## config.mk

```make
export PLATFORM = sky130hd
export DESIGN_NAME = pci_par_monitor
export DESIGN_NICKNAME = d
export VERILOG_FILES = /design/src/rtl/pci_par_pkg.sv /design/src/rtl/par_lane_gen.sv /design/src/rtl/par_phase_track.sv /design/src/rtl/par_err_eval.sv /design/src/rtl/par_status_regs.sv /design/src/rtl/pci_par_monitor.sv
export SDC_FILE = /design/constraint.sdc
export NUM_CORES = 1
export LEC_CHECK = 0
export CORE_MARGIN = 1
export CORE_UTILIZATION = 30
export CTS_CLUSTER_SIZE = 28
export DETAILED_ROUTE_END_ITERATION = 8
export GPL_TIMING_DRIVEN = 1
export PLACE_DENSITY = 0.85
export SYNTH_ARGS = -nofsm -noshare
export SYNTH_HDL_FRONTEND = slang
export SYNTH_SLANG_ARGS = --single-unit
```

## constraint.sdc

```tcl
create_clock -name clk_i -period 1.1 [get_ports clk_i]
set_input_delay 0.11 -clock clk_i [delete_from_list [all_inputs] [get_ports clk_i]]
set_output_delay 0.11 -clock clk_i [all_outputs]
set_load 0.005 [all_outputs]
```

## src/rtl/pci_par_pkg.sv

```systemverilog
package pci_par_pkg;

  localparam int unsigned STS_DPE_BIT = 15;
  localparam int unsigned STS_SSE_BIT = 14;

  // Phase captured at one edge, judged against PAR at the next.
  typedef struct packed {
    logic addr;
    logic data;
    logic calc;
  } phase_t;

endpackage

```

## src/rtl/par_lane_gen.sv

```systemverilog
module par_lane_gen #(
  parameter int unsigned AD_W = 32,
  localparam int unsigned BE_W = AD_W / 8
) (
  input  logic [AD_W-1:0] ad_i,
  input  logic [BE_W-1:0] cbe_ni,
  output logic            par_o
);

  logic [BE_W-1:0] lane_par;

  for (genvar g = 0; g < BE_W; g++) begin : g_lane
    assign lane_par[g] = (^ad_i[g*8 +: 8]) ^ cbe_ni[g];
  end

  assign par_o = ^lane_par;

endmodule

```

## src/rtl/par_phase_track.sv

```systemverilog
module par_phase_track
  import pci_par_pkg::*;
#(
  parameter int unsigned AD_W = 32,
  localparam int unsigned BE_W = AD_W / 8
) (
  input  logic            clk_i,
  input  logic            rst_ni,
  input  logic [AD_W-1:0] ad_i,
  input  logic [BE_W-1:0] cbe_ni,
  input  logic            frame_ni,
  input  logic            irdy_ni,
  input  logic            trdy_ni,
  input  logic            tgt_sel_i,
  input  logic            tgt_wr_i,
  output phase_t          phase_o
);

  logic frame_q;
  logic calc_par;
  logic addr_ph, data_ph;

  par_lane_gen #(.AD_W(AD_W)) u_gen (
    .ad_i   (ad_i),
    .cbe_ni (cbe_ni),
    .par_o  (calc_par)
  );

  // Address phase: FRAME# edge while bus idle; any target.
  assign addr_ph = !frame_ni && frame_q && irdy_ni;
  assign data_ph = !irdy_ni && !trdy_ni && tgt_sel_i && tgt_wr_i;

  always_ff @(posedge clk_i or negedge rst_ni) begin
    if (!rst_ni) begin
      frame_q <= 1'b1;
      phase_o <= '0;
    end else begin
      frame_q      <= frame_ni;
      phase_o.addr <= addr_ph;
      phase_o.data <= data_ph;
      phase_o.calc <= calc_par;
    end
  end

  // Address and data phase cannot coincide: IRDY# high vs low.
  p_phase_excl_r3 : assert property (@(posedge clk_i) disable iff (!rst_ni)
    !(phase_o.addr && phase_o.data));

endmodule

```

## src/rtl/par_err_eval.sv

```systemverilog
module par_err_eval
  import pci_par_pkg::*;
(
  input  logic   clk_i,
  input  logic   rst_ni,
  input  phase_t phase_i,
  input  logic   par_i,
  input  logic   perr_en_i,
  input  logic   serr_en_i,
  output logic   det_o,
  output logic   sse_set_o,
  output logic   perr_no,
  output logic   serr_no
);

  logic mism, addr_err, data_err;
  logic perr_q, serr_q;

  assign mism     = phase_i.calc ^ par_i;
  assign addr_err = phase_i.addr & mism;
  assign data_err = phase_i.data & mism;

  assign det_o     = addr_err | data_err;
  assign sse_set_o = addr_err & perr_en_i & serr_en_i;

  always_ff @(posedge clk_i or negedge rst_ni) begin
    if (!rst_ni) begin
      perr_q <= 1'b0;
      serr_q <= 1'b0;
    end else begin
      perr_q <= data_err & perr_en_i;
      serr_q <= sse_set_o;
    end
  end

  assign perr_no = ~perr_q;
  assign serr_no = ~serr_q;

  p_perr_needs_en_r4 : assert property (@(posedge clk_i) disable iff (!rst_ni)
    !perr_no |-> $past(perr_en_i));

  p_serr_single_r5 : assert property (@(posedge clk_i) disable iff (!rst_ni)
    !serr_no |=> serr_no);

  p_serr_needs_en_r5 : assert property (@(posedge clk_i) disable iff (!rst_ni)
    !serr_no |-> ($past(perr_en_i) && $past(serr_en_i)));

endmodule

```

## src/rtl/par_status_regs.sv

```systemverilog
module par_status_regs
  import pci_par_pkg::*;
(
  input  logic         clk_i,
  input  logic         rst_ni,
  input  logic         det_i,
  input  logic         sse_set_i,
  input  logic         sts_wr_i,
  input  logic [15:14] sts_wdata_i,
  output logic         sts_dpe_o,
  output logic         sts_sse_o
);

  logic clr_dpe, clr_sse;

  assign clr_dpe = sts_wr_i & sts_wdata_i[STS_DPE_BIT];
  assign clr_sse = sts_wr_i & sts_wdata_i[STS_SSE_BIT];

  // Set wins over a same-cycle clear.
  always_ff @(posedge clk_i or negedge rst_ni) begin
    if (!rst_ni) begin
      sts_dpe_o <= 1'b0;
      sts_sse_o <= 1'b0;
    end else begin
      sts_dpe_o <= det_i     | (sts_dpe_o & ~clr_dpe);
      sts_sse_o <= sse_set_i | (sts_sse_o & ~clr_sse);
    end
  end

  p_dpe_sticky_r8 : assert property (@(posedge clk_i) disable iff (!rst_ni)
    (sts_dpe_o && !clr_dpe) |=> sts_dpe_o);

  p_sse_sticky_r8 : assert property (@(posedge clk_i) disable iff (!rst_ni)
    (sts_sse_o && !clr_sse) |=> sts_sse_o);

  p_sse_with_dpe_r7 : assert property (@(posedge clk_i) disable iff (!rst_ni)
    $rose(sts_sse_o) |-> sts_dpe_o);

endmodule

```

## src/rtl/pci_par_monitor.sv

```systemverilog
module pci_par_monitor
  import pci_par_pkg::*;
#(
  parameter int unsigned AD_W = 32,
  localparam int unsigned BE_W = AD_W / 8
) (
  input  logic            clk_i,
  input  logic            rst_ni,
  input  logic [AD_W-1:0] ad_i,
  input  logic [BE_W-1:0] cbe_ni,
  input  logic            par_i,
  input  logic            frame_ni,
  input  logic            irdy_ni,
  input  logic            trdy_ni,
  input  logic            tgt_sel_i,
  input  logic            tgt_wr_i,
  input  logic            perr_en_i,
  input  logic            serr_en_i,
  input  logic            sts_wr_i,
  input  logic [15:14]    sts_wdata_i,
  output logic            perr_no,
  output logic            serr_no,
  output logic            sts_dpe_o,
  output logic            sts_sse_o
);

  phase_t phase;
  logic   det, sse_set;

  par_phase_track #(.AD_W(AD_W)) u_track (
    .clk_i     (clk_i),
    .rst_ni    (rst_ni),
    .ad_i      (ad_i),
    .cbe_ni    (cbe_ni),
    .frame_ni  (frame_ni),
    .irdy_ni   (irdy_ni),
    .trdy_ni   (trdy_ni),
    .tgt_sel_i (tgt_sel_i),
    .tgt_wr_i  (tgt_wr_i),
    .phase_o   (phase)
  );

  par_err_eval u_eval (
    .clk_i     (clk_i),
    .rst_ni    (rst_ni),
    .phase_i   (phase),
    .par_i     (par_i),
    .perr_en_i (perr_en_i),
    .serr_en_i (serr_en_i),
    .det_o     (det),
    .sse_set_o (sse_set),
    .perr_no   (perr_no),
    .serr_no   (serr_no)
  );

  par_status_regs u_sts (
    .clk_i       (clk_i),
    .rst_ni      (rst_ni),
    .det_i       (det),
    .sse_set_i   (sse_set),
    .sts_wr_i    (sts_wr_i),
    .sts_wdata_i (sts_wdata_i),
    .sts_dpe_o   (sts_dpe_o),
    .sts_sse_o   (sts_sse_o)
  );

  p_serr_marks_sse_r7 : assert property (@(posedge clk_i) disable iff (!rst_ni)
    !serr_no |-> sts_sse_o);

  p_signal_marks_dpe_r6 : assert property (@(posedge clk_i) disable iff (!rst_ni)
    (!perr_no || !serr_no) |-> sts_dpe_o);

  p_perr_from_data_r3 : assert property (@(posedge clk_i) disable iff (!rst_ni)
    !perr_no |-> $past(phase.data));

  p_serr_from_addr_r2 : assert property (@(posedge clk_i) disable iff (!rst_ni)
    !serr_no |-> $past(phase.addr));

endmodule

```

Word-level counts from Yosys, hierarchy flattened
Cells that the tools add are included.

Bits in registers: 8. Input port bits: 49. Output and inout bits: 4. Word-level logic and storage cells: 42.

Bitwise gates (word level): 21. Reductions and logical operators: 13.

Operators by type and width (number): XOR reduction 8 bit (4); AND 1 bit (9); logical AND 1 bit (5); XOR 1 bit (5); inverter 1 bit (4); XOR reduction 4 bit (1); zero test 1 bit (3); bitwise OR 1 bit (3).

Depth between registers and ports, before layout
Gate-level depths: netlist of run 1.

Word-level depth: 5. Gate-level depth with buffers: 5. Gate-level depth less buffers: 5.

By module
From an unflattened synthesis of run 1, not the netlist that was laid out.

Cell total of the unflattened synthesis: 57. Area total of the unflattened synthesis: 598.1 um^2.

Modules (own cells, without submodules): par_lane_gen (instances 1, cells each 34, area an instance 311.5 um^2, sequential area each 0.0 um^2); par_phase_track (instances 1, cells each 6, area an instance 123.9 um^2, sequential area each 101.3 um^2); par_err_eval (instances 1, cells each 11, area an instance 90.1 um^2, sequential area each 50.0 um^2); par_status_regs (instances 1, cells each 6, area an instance 72.6 um^2, sequential area each 50.0 um^2).

Worst setup path before layout of run 1
Ideal clock, no wire load.

Path type: in2reg. Start point: in ad_i[25]. End point: reg u_track.phase_o[0] (netlist name). Setup time: 0.123 ns. Data arrival time: 1.096 ns. Data required time: 0.977 ns. Slack: -0.118 ns. Cell stages on the path: 5. Buffers on the path: 0. Cell sequence: xor2_1 -> xnor2_1 -> xnor2_1 -> xnor3_1 -> xnor2_1.

Cells in the longest elaborated chain, start to end: 3.

Ends and longest elaborated chain: start: declaration (line pci_par_monitor.sv:9) `input logic [AD_W-1:0] ad_i,`; XOR reduction 8 bit (line par_lane_gen.sv:13) `assign lane_par[g] = (^ad_i[g*8 +: 8]) ^ cbe_ni[g];`; XOR 1 bit (line par_lane_gen.sv:13); XOR reduction 4 bit (line par_lane_gen.sv:16) `assign par_o = ^lane_par;`; via u_track.calc_par (line par_phase_track.sv:20) `logic calc_par;`; end: declaration (line par_phase_track.sv:16) `output phase_t phase_o`.

The timed path passes the listed nets, and every way through them passes these cells.

Final worst setup path of run 1
Start point: in ad_i[15]. End point: reg u_track.phase_o[0] (netlist name).

The elaborated chain is that of the path after synthesis.

==> flow_metrics.tcl, run 1 <==
set metrics [dict create \
    finClkSkew_ns 0.01404 \
    io_buffer_count 52 \
    synth.distinct_cells 13 \
    finalCriticalPeriod_ns 1.128 \
    cts_setup_buffers 0 \
    reg2reg_depth 3 \
    multiInputGateArea_um2 431.7 \
    grt_max_degree 9 \
    synth_top_area_frac 0.4319 \
    seqCellArea_um2 201.4 \
    async_flop_share 1.000 \
    setup_slack_ns -0.02841 \
    combPwrFrac 0.526 \
    yosys_register_bits 8 \
    critPathArrivalTime_ns 1.26 \
    final-max-slew-violation-count 0 \
    drtPass1Iterations 2 \
    yosysWarnings 0 \
    syn_area_um2 588.1 \
    cp.depth 6 \
    area_growth_pct 98.94 \
    grt_pass1_wl_um 2090 \
    routed_wirelength_um 1468 \
    core_um2 1783 \
    fp.dieArea_um2 2141 \
    gp_congestion 0.7043 \
    vias_per_cell 4.187 \
    p_per_area_nw_per_um2 1079 \
    drtAntennaViolNets 0 \
    setup_viol 1 \
    initial_core_util 0.3298 \
    post-synth-top-count-cell "xnor2_1" \
    ys_seq_area_frac 0.3426 \
    status "finished with violations" \
    hold_path.class "input port to async pin" \
    critPathBufInv 1 \
    yosys.area_share.xor_xnor 0.5447 \
    setup.worst_path.start "ad_i[15]" \
    drc 0 \
    routed-via-count 582 \
    dp_hpwl_um 1289 \
    drive_above_1_share 0.3070 \
    switching_share 0.2748 \
    p_switching_uw 346.8 \
    slowest_stage "xnor3_1" \
    crit_chain "buf_6 -> xor2_1 -> xnor2_1 -> xnor2_1 -> xnor3_1 -> xnor2_1" \
    overflow 0 \
    rows 15 \
    drt_iter0_drc 2 \
    final.period_utilization 1.026 \
    crit_fanout 1 \
    syn-instance-count 57 \
    synth_area_leaders "xnor2_1, dfrtp_1, xor2_1" \
    synth_nets 106 \
    post_synth_fa_ha_maj_area_fraction 0 \
    grt_setup_unrepaired "true" \
    crit_top_cell "xnor2_1" \
    cts_tree "done" \
    cap_violations 0 \
    p_total_mw 1.262 \
    relSlewSlack 0.7672 \
    antenna_found_initial 0 \
    grt.total_usage 0.1429 \
    clock_sinks 8 \
    synth_edf_count 0 \
    crit_path_max_incr_delay_ns 0.43 \
    clkLatencyLatePin_ns 0.26 \
    hold_viol_final 0 \
    cts-root-buf "clkbuf_4" \
    ys.flop_type "dfrtp_1" \
    power_frac_seq 0.285 \
    post_synth_and_or_nand_nor_area_fraction 0.07872 \
    die_x_um 46.28 \
    power.leakage_nw 0.5975 \
    fmax_ghz 0.8862 \
    r2r_slack_ns 0.13 \
    worstReg2RegStart "u_track.phase_o[0]$_DFF_PN0_" \
    synth_top_family_by_area "XOR/XNOR gates" \
    pin_count 53 \
    crit_path_end "u_track.phase_o[0]$_DFF_PN0_" \
    nFillCells 147 \
    nNetsFinal 164 \
    cp_top_family "XOR/XNOR gates" \
    violations "negative setup slack" \
    diodes 0 \
    cts_buffer_depth 2 \
    grt_pass1_vias 571 \
    internal-power_uw 915.4 \
    critPathKind "input port to flip-flop" \
    synth.area.mux_share 0 \
    clk_pin_slew_worst_paths_ns 0.06 \
    cts_made_buffers 3 \
    synth_compound_area_frac 0.02128 \
    wl_per_cell_um 10.56 \
    dp_slack_ns -0.6855 \
    synth_common_cells "xnor2_1, dfrtp_1, nand2_1" \
    ir_drop_mv 0.5055 \
    p_clk_frac 0.190 \
    end_kind "flip-flop" \
    synth.largest_area_cell "xnor2_1" \
    reg2reg_to "u_sts.sts_sse_o$_DFF_PN0_" \
    die_y_um 46.28 \
    worst_ep_required_time_ns 1.23 \
    ctsHtreeMaxLevel 1 \
    worst_pin_slew_ns 0.3481 \
    startpoint_type "input port" \
    avgSynthCellArea_um2 10.32 \
]
cell usage in the layout (no fill, tap or decap), drive strengths merged:
cell type,count
xnor2,29
clkdlybuf4s50,16
clkbuf,14
buf,13
dlymetal6s2s,8
dfrtp,7
nand2,6
xor2,5
dlygate4sd2,4
inv,2
clkdlybuf4s15,2
and3,1
and4,1
a21o,1
o21ai,1
nor2,1
nor3,1
xnor3,1
dfstp,1
layout make-up:
| class | instances | area share |
|---|---|---|
| Clock buffer | 4 | 0.02246 |
| Inverter | 2 | 0.006417 |
| Multi-Input combinational cell | 47 | 0.3690 |
| Sequential cell | 8 | 0.1722 |
| Tap cell | 25 | 0.02674 |
| Timing Repair Buffer | 53 | 0.4032 |
registers in the layout, summed over array words and instances (netlist names):
signal           cells
u_sts.sts_sse_o      1
u_track.phase_o      3
u_eval.perr_q        1
u_sts.sts_dpe_o      1
u_eval.serr_q        1
u_track.frame_q      1
worst min-delay path by stage:
stage	from	endpoint	slack (ns)	depth (start not counted)
floorplan	rst_ni	u_eval.perr_q$_DFF_PN0_	-0.19	0
global placement	rst_ni	u_eval.serr_q$_DFF_PN0_	0.40	1
detailed placement	rst_ni	u_eval.perr_q$_DFF_PN0_	0.40	1
CTS	rst_ni	u_sts.sts_sse_o$_DFF_PN0_	0.12	1
global route	rst_ni	u_eval.perr_q$_DFF_PN0_	0.14	1
finish	rst_ni	u_track.phase_o[2]$_DFF_PN0_	0.12	1
worst reg2reg max path, delay by kind of cell (launching register included):
| kind | cells | cell delay (ns) |
|---|---|---|
| AOI/OAI and AO/OA | 1 | 0.15 |
| and+or+nand+nor | 1 | 0.21 |
| DFF | 1 | 0.36 |
| xor gates and xnor gates | 1 | 0.15 |
timing repair:
action,CTS,global route
pin swaps,22,23
gates resized for setup,47,50
setup endpoints to repair,5,1
hold buffers,0,0
cell families (layout without fill, tap and decap cells):
group | Yosys count | after routing
AOI/OAI and AO/OA | 2 | 2
xor gates and xnor gates | 35 | 35
DFF | 8 | 8
and+or+nand+nor | 10 | 10
buffers and inverters | 2 | 59
per-stage QoR:
stage | cells | setup TNS, ns | area, um2 | utilization | hold slack, ns
6_report | 139 | -0.02841 | 1170 | 0.6561 | 0.1204
5_1_grt | 139 | -0.06455 | 1170 | 0.6561 | 0.1394
4_1_cts | 139 | -0.1720 | 1142 | 0.6407 | 0.1202
3_5_place_dp | 135 | -0.8595 | 1155 | 0.6477 | 0.3973
3_3_place_gp | 135 | -0.6997 | 1155 | 0.6477 | 0.4036
2_1_floorplan | 57 | -0.1011 | 595.6 | - | -0.1856
power by group through the flow:
stage,combinational (mW),sequential [mW],clock [mW]
6_report,0.664,0.359,0.239
5_1_grt,0.723,0.362,0.272
4_1_cts,0.664,0.360,0.245
3_5_place_dp,0.699,0.366,0
3_3_place_gp,0.664,0.365,0
2_1_floorplan,0.385,0.367,0
routing by layer:
layer | vias up | GRT usage | part of all wire
met5 | - | 0 | 0
met4 | 0 | 0.03529 | 0
met3 | 0 | 0.05882 | 0.12
met2 | 42 | 0.2901 | 0.56
met1 | 246 | 0.1247 | 0.32
li1 | 294 | - | -
Note: power is estimated with default switching activity, not from simulation.
==> run 2: changes to the inputs <==
--- a/config.mk
+++ b/config.mk
@@ -5,11 +5,12 @@
 export SDC_FILE = /design/constraint.sdc
 export NUM_CORES = 1
 export LEC_CHECK = 0
+export CAP_MARGIN = 20
 export CORE_MARGIN = 1
 export CORE_UTILIZATION = 30
 export CTS_CLUSTER_SIZE = 28
 export DETAILED_ROUTE_END_ITERATION = 8
-export GPL_TIMING_DRIVEN = 1
+export GPL_TIMING_DRIVEN = 0
 export PLACE_DENSITY = 0.85
 export SYNTH_ARGS = -nofsm -noshare
 export SYNTH_HDL_FRONTEND = slang
==> run 2 against run 1 <==
Net effect: the run now ends clean; first-iteration DRC count down 50%; final area is 1.7% lower; utilization fell by 1.1 points; global-route usage down 1.9 points; clock power fell by 4%; clock skew shrank 0.0093 ns; routed wire length down 11%; maximum frequency up 2.9%; die area stayed put; critical path depth unchanged; via count fell by 2.6%; non-clock buffer count is 1 lower; critical path type unchanged; critical endpoint unchanged; highest routed layer unchanged.
==> flow_metrics.tcl, run 2 (same netlist as run 1, synthesis figures left out) <==
set metrics [dict create \
    drive_above_1_share 0.2301 \
    area_growth_pct 95.53 \
    finalSetupTns_ns 0 \
    worst_pin_slew_ns 0.3448 \
    reg2reg_depth 3 \
    end_kind "flip-flop" \
    gp_congestion 0.7413 \
    switching_share 0.2614 \
    dpl_cell_area_um2 1147 \
    hold_viol_final 0 \
    finClkSkew_ns 0.004779 \
    drt_iter0_drc 1 \
    final_common_cell "xnor2_1" \
    grt_setup_unrepaired "true" \
    clkLatencyLatePin_ns 0.25 \
    r2r_slack_ns 0.10 \
    startpoint_type "input port" \
    setup_slack_ns 0.003870 \
    power.leakage_nw 0.5836 \
    relSlewSlack 0.7694 \
    finalCriticalPeriod_ns 1.096 \
    vias_per_cell 4.109 \
    clk_pin_slew_worst_paths_ns 0.05 \
    wl_per_cell_um 9.457 \
    ctsHtreeMaxLevel 1 \
    dp_hpwl_um 1163 \
    critPathArrivalTime_ns 1.23 \
    combPwrFrac 0.507 \
    pin_count 53 \
    internal-power_uw 882.5 \
    dp_slack_ns -0.6805 \
    ir_drop_mv 0.5585 \
    power_frac_seq 0.301 \
    overflow 0 \
    p_clk_frac 0.191 \
    die_y_um 46.28 \
    die_x_um 46.28 \
    nNetsFinal 163 \
    crit_fanout 1 \
    p_switching_uw 312.3 \
    routed-via-count 567 \
    status "complete, no violations" \
    hold_path.class "input port to async pin" \
    holdBufCountCts 0 \
    p_per_area_nw_per_um2 1039 \
    drtPass1Iterations 2 \
    grt.total_usage 0.1237 \
    routed_wirelength_um 1305 \
    fin_area_um2 1150 \
    reg2reg_to "u_sts.sts_sse_o$_DFF_PN0_" \
    diodes 0 \
    regMostFlops "u_track.phase_o" \
    grt_max_degree 9 \
    rows 15 \
    setup_viol 0 \
    initial_core_util 0.3298 \
    final.period_utilization 0.9965 \
    nFillCells 168 \
    grt_pass1_vias 523 \
    cts_made_buffers 3 \
    core_um2 1783 \
    worstReg2RegStart "u_track.phase_o[0]$_DFF_PN0_" \
    cap_violations 0 \
    largest_register_ffs 3 \
    final-max-slew-violation-count 0 \
    cts_buffer_depth 2 \
    io_buffer_count 52 \
    drtAntennaViolNets 0 \
    worst_ep_required_time_ns 1.23 \
    clock_sinks 8 \
    grt_pass1_wl_um 1835 \
    antenna_found_initial 0 \
    fmax_ghz 0.9123 \
    cts_tree "done" \
    final_cell_mix "xnor2_1, clkdlybuf4s50_1, clkbuf_2" \
    drc 0 \
    fp.dieArea_um2 2141 \
    critPathKind "input port to flip-flop" \
    cts-root-buf "clkbuf_4" \
]
[run 2: repair_timing]
item                       4_1_cts  5_1_grt
gates cloned                     0        0
setup buffers                    0        0
hold endpoints to repair         0        0
pin swaps                       22       25
setup endpoints to repair        5        1
resized for setup               40       37
[run 2: worst max-delay path, cell delays in order]
cell and delay [ns]:
clkbuf_2 0.10, xor2_2 0.18, xnor2_2 0.14, xnor2_1 0.21
xnor3_1 0.35, xnor2_1 0.13
[run 2: routing by layer]
layer / routed length [um] / GRT usage / up-vias
met4: 0 / 0.05294 / 0
li1: - / - / 289
met3: 179 / 0.05098 / 0
met2: 711 / 0.2479 / 40
met1: 414 / 0.1019 / 238
met5: 0 / 0 / -
[run 2: power by group through the flow]
stage	Sequential [mW]	Combinational, mW	Clock (mW)
5_1_grt	0.364	0.668	0.263
3_5_place_dp	0.367	0.648	0
4_1_cts	0.360	0.615	0.247
2_1_floorplan	0.367	0.385	0
3_3_place_gp	0.364	0.637	0
6_report	0.360	0.606	0.229
[run 2: cell type report]
class / instances / area, um2 / share of cell area
repair buffers: 52 / 459.2 / 0.3993
multi-input cells: 47 / 424.2 / 0.3689
flip-flops and latches: 8 / 201.4 / 0.1752
well taps: 25 / 31.28 / 0.02720
clock buffers: 4 / 26.28 / 0.02285
inverters: 2 / 7.507 / 0.006529
[run 2: per-stage QoR]
step | cells | hold slack [ns] | util | power (mW)
after floorplan | 57 | -0.1856 | - | 0.7514
after global placement | 134 | 0.3966 | 0.6435 | 1.001
after detailed placement | 134 | 0.4086 | 0.6435 | 1.015
after CTS | 138 | 0.1343 | 0.6463 | 1.222
after global routing | 138 | 0.1500 | 0.6449 | 1.294
final | 138 | 0.1333 | 0.6449 | 1.195
[run 2: how the worst max path moves through the flow]
stage | cells after the start | end | startpoint
6_report | 6 | u_track.phase_o[0]$_DFF_PN0_ | ad_i[15]
4_1_cts | 6 | u_track.phase_o[0]$_DFF_PN0_ | ad_i[25]
3_5_place_dp | 6 | u_track.phase_o[0]$_DFF_PN0_ | ad_i[14]
3_3_place_gp | 6 | u_track.phase_o[0]$_DFF_PN0_ | ad_i[14]
5_1_grt | 6 | u_track.phase_o[0]$_DFF_PN0_ | ad_i[25]
2_1_floorplan | 5 | u_track.phase_o[0]$_DFF_PN0_ | ad_i[15]
